File: config.mk
export PLATFORM = sky130hd
export DESIGN_NAME = con_router
export DESIGN_NICKNAME = d
export VERILOG_FILES = /design/src/rtl/con_pkg.sv /design/src/rtl/con_src_mux.sv /design/src/rtl/con_kbd_hold.sv /design/src/rtl/con_tx_mirror.sv /design/src/rtl/con_router.sv
export SDC_FILE = /design/constraint.sdc
export NUM_CORES = 1
export LEC_CHECK = 0
export BUFFER_PORTS_ARGS = -buffer_cell sky130_fd_sc_hd__buf_4
export CAP_MARGIN = 20
export CORE_MARGIN = 5
export CORE_UTILIZATION = 40
export DETAILED_ROUTE_END_ITERATION = 8
export PLACE_DENSITY_LB_ADDON = 0.08
export SYNTH_ARGS = -nofsm -noshare
export SYNTH_HDL_FRONTEND = slang
export SYNTH_SLANG_ARGS = --single-unit
File: constraint.sdc
create_clock -name clk -period 1.6 [get_ports clk]
set_input_delay 0.32 -clock clk [delete_from_list [all_inputs] [get_ports clk]]
set_output_delay 0.32 -clock clk [all_outputs]
set_load 0.05 [all_outputs]
File: src/rtl/con_pkg.sv
package con_pkg;
  parameter int CHAR_W = 8;
  localparam int MARK_BIT = CHAR_W - 1;
  typedef logic [CHAR_W-1:0] char_t;
  localparam char_t LOW_A = char_t'(8'h61);
  localparam char_t LOW_Z = char_t'(8'h7A);
  localparam char_t CASE_GAP = char_t'(8'h20);

  function automatic char_t fold_case(input char_t c);
    if (c >= LOW_A && c <= LOW_Z) return c - CASE_GAP;
    return c;
  endfunction
endpackage

File: src/rtl/con_src_mux.sv
module con_src_mux
  import con_pkg::*;
(
  input  logic  sel_uart,
  input  logic  ps2_valid,
  input  char_t ps2_byte,
  input  logic  urx_valid,
  input  char_t urx_byte,
  output logic  pick_valid,
  output char_t pick_byte
);
  // Case folding only on the keyboard path; serial bytes are left alone.
  always_comb begin
    if (sel_uart) begin
      pick_valid = urx_valid;
      pick_byte  = urx_byte;
    end else begin
      pick_valid = ps2_valid;
      pick_byte  = fold_case(ps2_byte);
    end
  end
endmodule

File: src/rtl/con_kbd_hold.sv
module con_kbd_hold
  import con_pkg::*;
(
  input  logic  clk,
  input  logic  rst,
  input  logic  pick_valid,
  input  char_t pick_byte,
  input  logic  kbd_rd,
  output logic  kbd_ready,
  output char_t kbd_data,
  output logic  cts_n
);
  logic take;
  logic ready_nx;

  // A byte is taken only into an empty register, and never in a read cycle.
  assign take = pick_valid && !kbd_ready && !kbd_rd;

  always_comb begin
    ready_nx = kbd_ready;
    if (kbd_rd) ready_nx = 1'b0;
    else if (take) ready_nx = 1'b1;
  end

  always_ff @(posedge clk) begin
    if (rst) begin
      kbd_ready <= 1'b0;
      cts_n     <= 1'b0;
      kbd_data  <= '0;
    end else begin
      kbd_ready <= ready_nx;
      cts_n     <= ready_nx;
      if (take) begin
        kbd_data           <= pick_byte;
        kbd_data[MARK_BIT] <= 1'b1;
      end
    end
  end

  assert_bit7_R4: assert property (@(posedge clk) disable iff (rst)
    kbd_ready |-> kbd_data[MARK_BIT]);
  assert_hold_R6: assert property (@(posedge clk) disable iff (rst)
    (kbd_ready && !kbd_rd) |=> (kbd_ready && $stable(kbd_data)));
  assert_rd_clear_R5: assert property (@(posedge clk) disable iff (rst)
    kbd_rd |=> !kbd_ready);
  assert_cts_R7: assert property (@(posedge clk) disable iff (rst)
    cts_n == kbd_ready);
endmodule

File: src/rtl/con_tx_mirror.sv
module con_tx_mirror
  import con_pkg::*;
(
  input  logic  clk,
  input  logic  rst,
  input  logic  dsp_wr,
  input  char_t dsp_byte,
  output logic  tx_valid,
  output char_t tx_byte
);
  always_ff @(posedge clk) begin
    if (rst) begin
      tx_valid <= 1'b0;
      tx_byte  <= '0;
    end else begin
      tx_valid <= dsp_wr;
      if (dsp_wr) tx_byte <= dsp_byte;
    end
  end

  assert_mirror_R8: assert property (@(posedge clk) disable iff (rst)
    dsp_wr |=> (tx_valid && tx_byte == $past(dsp_byte)));
  assert_pulse_R8: assert property (@(posedge clk) disable iff (rst)
    !dsp_wr |=> !tx_valid);
endmodule

File: src/rtl/con_router.sv
module con_router
  import con_pkg::*;
(
  input  logic              clk,
  input  logic              rst,
  input  logic              sel_uart,
  input  logic              ps2_valid,
  input  logic [CHAR_W-1:0] ps2_byte,
  input  logic              urx_valid,
  input  logic [CHAR_W-1:0] urx_byte,
  input  logic              kbd_rd,
  output logic              kbd_ready,
  output logic [CHAR_W-1:0] kbd_data,
  input  logic              dsp_wr,
  input  logic [CHAR_W-1:0] dsp_byte,
  output logic              tx_valid,
  output logic [CHAR_W-1:0] tx_byte,
  output logic              cts_n
);
  logic  pick_valid;
  char_t pick_byte;

  con_src_mux mux_i (
    .sel_uart(sel_uart), .ps2_valid(ps2_valid), .ps2_byte(ps2_byte),
    .urx_valid(urx_valid), .urx_byte(urx_byte),
    .pick_valid(pick_valid), .pick_byte(pick_byte)
  );

  con_kbd_hold hold_i (
    .clk(clk), .rst(rst), .pick_valid(pick_valid), .pick_byte(pick_byte),
    .kbd_rd(kbd_rd), .kbd_ready(kbd_ready), .kbd_data(kbd_data), .cts_n(cts_n)
  );

  con_tx_mirror mir_i (
    .clk(clk), .rst(rst), .dsp_wr(dsp_wr), .dsp_byte(dsp_byte),
    .tx_valid(tx_valid), .tx_byte(tx_byte)
  );

  // a strobe from the unselected source alone never raises the flag.
  assert_unsel_R1: assert property (@(posedge clk) disable iff (rst)
    (!kbd_ready && !(sel_uart ? urx_valid : ps2_valid)) |=> !kbd_ready);
endmodule

==> flow_summary.ini, run 1 <==
[logic_synthesis]
yosys_warnings = 0
synth_seq_cells = 18
syn_area_um2 = 752
syn_nets = 108
syn_avg_cell_area_um2 = 9.77
syn_inst = 77
ys_seq_area_share_pct = 47.9
yosysUniqueCellTypes = 16

[clock_network]
cts.sinks = 18
cts-htree-levels = 1
cts_root_buf = clkbuf_4
post_cts_resized = 0
clock_latency_ps = 280
cts_buffers = 3
cts_setup_buffers = 0
cts_buffer_depth = 2
ctsHoldBuffers = 0
clk_pin_slew_ps = 100
cts_tree = yes

[worst_setup_path]
path_buf_inv = 1
cp_cell_sequence = buf_4
endpoint_kind = output pin
cp.required_ps = 1280
setup.worst_path.class = flip-flop to output pin
critPathTopFamily = flip-flops
critPathMaxStageDelay_ps = 420
worst_setup_path_start_kind = flip-flop
crit_fanout = 4
cp_slowest_cell = dfxtp_1
critPathArrivalTime_ps = 940

[timing]
setup_viol = 0
fin_crit_sh_pct = 78.7
whs_ps = 215
min_period_ps = 1260
fmax_ghz = 0.794
tightest_slew_ps = 315
drv_slew = 0
setup_ws_ps = 340
rsz0062_at_grt = no
skew_ps = 0.522
finalSetupTns_ps = 0
maxSlewHeadroom_pct = 78.4
hold_violations = 0

[routing]
routed_wl_um = 1760
drc = 0
post_drt_wl_per_cell_um = 11.8
drt_iter0_drc = 4
via_per_inst = 4.60
vias = 686
ant_nets = 0
dr.pass1.iters = 4

[floorplan]
start_util_pct = 42.6
core_um2 = 1760
fp.dieW_um = 53.4
io_pins = 50
dieArea_um2 = 2850
die_h_um = 53.4
rows = 15

[placed_design]
place_area_um2 = 1110
dp_slack_ps = 156
hpwl_um = 1430
place_congestion = 0.658
io_buffer_count = 48

[final_layout]
multiInputGateArea_um2 = 343
seqCellArea_um2 = 360
area_delta_synth_final_pct = 52.4
fin_nets = 156
diodes = 0
drive_gt1_share_pct = 43.5
postLayoutCellArea_um2 = 1150
fillers = 170

[power]
powerDensity_nw_per_um2 = 939
ir_worst_vdd_v = 0.000738
p_leak_nw = 0.562

[grt]
grt_usage_pct = 14.7
antenna_found_initial = 0
overflow = 0
grt_pass1_vias = 687
grt_pass1_wl_um = 2990
grt_max_degree = 19

[run_status]
outcome = finished, final reports clean

[min_path]
min-delay-path-class = input port to flip-flop

[run]
drv_cap = 0
-- cell type report --
cell class                      instances  area share (%)
Tap cell                               25            2.73
Sequential cell                        18            31.4
Timing Repair Buffer                   49            32.1
Clock buffer                            4            3.17
Inverter                                2           0.655
Multi-Input combinational cell         51            29.9
-- registers in the layout, indices dropped and copies added (netlist names) --
name	count
hold_i.kbd_data	8
mir_i.tx_byte	8
hold_i.kbd_ready	1
mir_i.tx_valid	1
-- where the power goes --
part / internal, mW / switching [mW] / leakage [nW] / total [mW]
Combinational: 0.123 / 0.184 / 0.392 / 0.306
Sequential: 0.478 / 0.0155 / 0.149 / 0.494
Clock: 0.138 / 0.137 / 0.0210 / 0.275
Total: 0.739 / 0.336 / 0.562 / 1.08
-- metrics by stage --
| stage | util [%] | instances | power (mW) |
|---|---|---|---|
| after detailed placement | 62.9 | 145 | 0.814 |
| final | 65.0 | 149 | 1.08 |
| after CTS | 65.0 | 149 | 1.09 |
| after floorplan | - | 77 | 0.698 |
| after global routing | 65.0 | 149 | 1.15 |
| after global placement | 62.9 | 145 | 0.809 |
-- placed cells by master, fill, tap and decap left out, drive strengths merged, types with 2 or more instances in the layout --
| master | instances |
|---|---|
| a211oi | 7 |
| a21oi | 4 |
| buf | 49 |
| clkbuf | 4 |
| dfxtp | 18 |
| inv | 2 |
| mux2i | 15 |
| nor2 | 17 |
| nor3 | 4 |
-- per-layer routing --
layer  up-vias  wire length [um]  global-route usage, %
met3         2               166                   5.92
met2        26               843                   24.7
li1        360                 -                      -
met5         -                 0                      0
met4         0                10                   5.11
met1       298               737                   16.7
-- cell usage after synthesis, drive strengths merged --
| cell | instances | area [um2] |
|---|---|---|
| dfxtp | 18 | 360 |
| clkbuf | 2 | 7.51 |
| nor2 | 17 | 63.8 |
| a21oi | 4 | 20.0 |
| buf | 4 | 33.8 |
| a211oi | 7 | 52.6 |
| nand2b | 1 | 6.26 |
| a311oi | 1 | 8.76 |
| nor2b | 1 | 6.26 |
| mux2i | 15 | 150 |
| nor3 | 4 | 31.3 |
| inv | 2 | 7.51 |
| nand2 | 1 | 3.75 |
-- worst paths after layout --
check	from	end	slack [ps]	cells after the start
max	hold_i.kbd_ready	cts_n	340	1
min	kbd_rd	hold_i.kbd_ready	220	2
max reg2reg	hold_i.kbd_ready	hold_i.kbd_data[5]	440	4
min reg2reg	hold_i.kbd_data[7]	hold_i.kbd_data[7]	490	2
-- cell families (layout without fill, tap and decap cells) --
| group | count (synthesis) | count (layout) | synth area share, % |
|---|---|---|---|
| buffers and inverters | 8 | 55 | 6.49 |
| muxes | 15 | 15 | 20.0 |
| DFF | 18 | 18 | 47.9 |
| and+or+nand+nor | 24 | 24 | 14.8 |
| AOI/OAI and AO/OA | 12 | 12 | 10.8 |
Power figures use the tool's default switching activity.
==> run 2: changes to the inputs <==
CORE_UTILIZATION = 36   (was 40)
clock period = 1.1 ns   (was 1.6 ns; I/O delays follow)
==> flow_summary.ini, run 2 (synthesized netlist as in run 1, its figures left out) <==
[worst_setup_path]
critPathMaxStageDelay_ps = 380
critPathArrivalTime_ps = 1250
endpoint_kind = flip-flop
crit_fanout = 7
setup.worst_path.class = flip-flop to flip-flop
cp_slowest_cell = dfxtp_4
cp.required_ps = 1270
cp_cell_sequence = nor3_4 -> buf_4 -> clkbuf_16 -> a311oi_1
worst_setup_path_start_kind = flip-flop

[power]
totalPowerFinal_mw = 1.61
p_leak_nw = 0.599
powerDensity_nw_per_um2 = 1290
ir_worst_vdd_v = 0.000831

[clock_network]
cts-htree-levels = 1
cts_tree = yes
cts_buffer_depth = 2
cts.sinks = 18
clk_pin_slew_ps = 100
clock_latency_ps = 280
cts_buffers = 3
cts_root_buf = clkbuf_4

[placed_design]
place_congestion = 0.720
hpwl_um = 1470
dp_cells = 148
io_buffer_count = 48

[grt]
overflow = 0
grt_pass1_vias = 721
antenna_found_initial = 0
grt_usage_pct = 12.3
grt_max_degree = 19
grt_pass1_wl_um = 3050

[timing]
fin_crit_sh_pct = 97.9
skew_ps = 5.09
maxSlewHeadroom_pct = 84.0
min_period_ps = 1080
drv_slew = 0
hold_violations = 0
setup_viol = 0
rsz0062_at_grt = yes
tightest_slew_ps = 235
fmax_ghz = 0.928

[routing]
ant_nets = 0
drc = 0
post_drt_wl_per_cell_um = 12.3
routed_wl_um = 1910
drt_iter0_drc = 9
via_per_inst = 4.74
vias = 734
dr.pass1.iters = 2

[run_status]
outcome = finished, final reports clean

[floorplan]
dieArea_um2 = 3100
start_util_pct = 37.9
die_h_um = 55.7
rows = 16
fp.dieW_um = 55.7
core_um2 = 1980
io_pins = 50

[final_layout]
largest_registers = hold_i.kbd_data x8, mir_i.tx_byte x8
drive_gt1_share_pct = 49.2
seqCellArea_um2 = 364
fin_nets = 160
diodes = 0
area_delta_synth_final_pct = 66.4
multiInputGateArea_um2 = 359
final_cells = 155
final_cell_mix = buf_4 (45), dfxtp_1 (17), nor2_1 (16)
mostFrequentLayoutCell = buf_4
fillers = 171

[min_path]
min-delay-path-class = input port to flip-flop

[run]
drv_cap = 0
==> run 2: layout make-up <==
cell class	count	area share, %
repair buffers	53	36.0
multi-input cells	51	28.7
inverters	2	0.600
clock buffers	4	2.90
well taps	27	2.70
flip-flops and latches	18	29.1
==> run 2: power breakdown <==
group	switching [mW]	leakage, nW	internal, mW	total, mW
clock network	0.190	0.0210	0.201	0.391
registers	0.0269	0.149	0.695	0.722
logic	0.281	0.429	0.217	0.498
total	0.498	0.599	1.11	1.61
==> run 2: path summary, 6_finish.rpt <==
check / cells past startpoint / slack, ps / start / end
setup reg to reg: 4 / 20 / hold_i.kbd_ready / hold_i.kbd_data[5]
setup / recovery: 4 / 20 / hold_i.kbd_ready / hold_i.kbd_data[5]
hold reg to reg: 2 / 480 / hold_i.kbd_data[7] / hold_i.kbd_data[7]
hold / removal: 2 / 110 / kbd_rd / hold_i.kbd_ready
==> run 2: per-stage QoR <==
| stage | hold slack (ps) | setup WS [ps] | setup TNS, ps | area (um2) | util (%) |
|---|---|---|---|---|---|
| final | 108 | 22.9 | 0 | 1250 | 63.1 |
| after CTS | 98.5 | -17.5 | -34.3 | 1170 | 59.2 |
| after global routing | 97.7 | -39.5 | -89.6 | 1250 | 63.1 |
| after global placement | 406 | -64.5 | -294 | 1140 | 57.4 |
| after detailed placement | 411 | -90.7 | -406 | 1140 | 57.4 |
| after floorplan | 285 | -87.0 | -179 | 757 | - |
==> run 2: routing by layer <==
metal  share of wire, %  track usage (%)
met1                 39             12.8
met4               0.63             4.17
met2                 50             21.5
met5                  0                0
met3                 11             5.80
==> run 2: worst max-delay path, delay by kind of cell (launching register included) <==
family,cells,cell delay [ps]
compound gates,1,70
buf+inv,2,300
flops,1,380
simple gates,1,220
==> run 2: timing repair <==
item	CTS	global route
hold buffers	0	0
resized for setup	0	10
setup endpoints to repair	2	11
gates cloned	0	1
buffers inserted	0	2
pin swaps	0	4
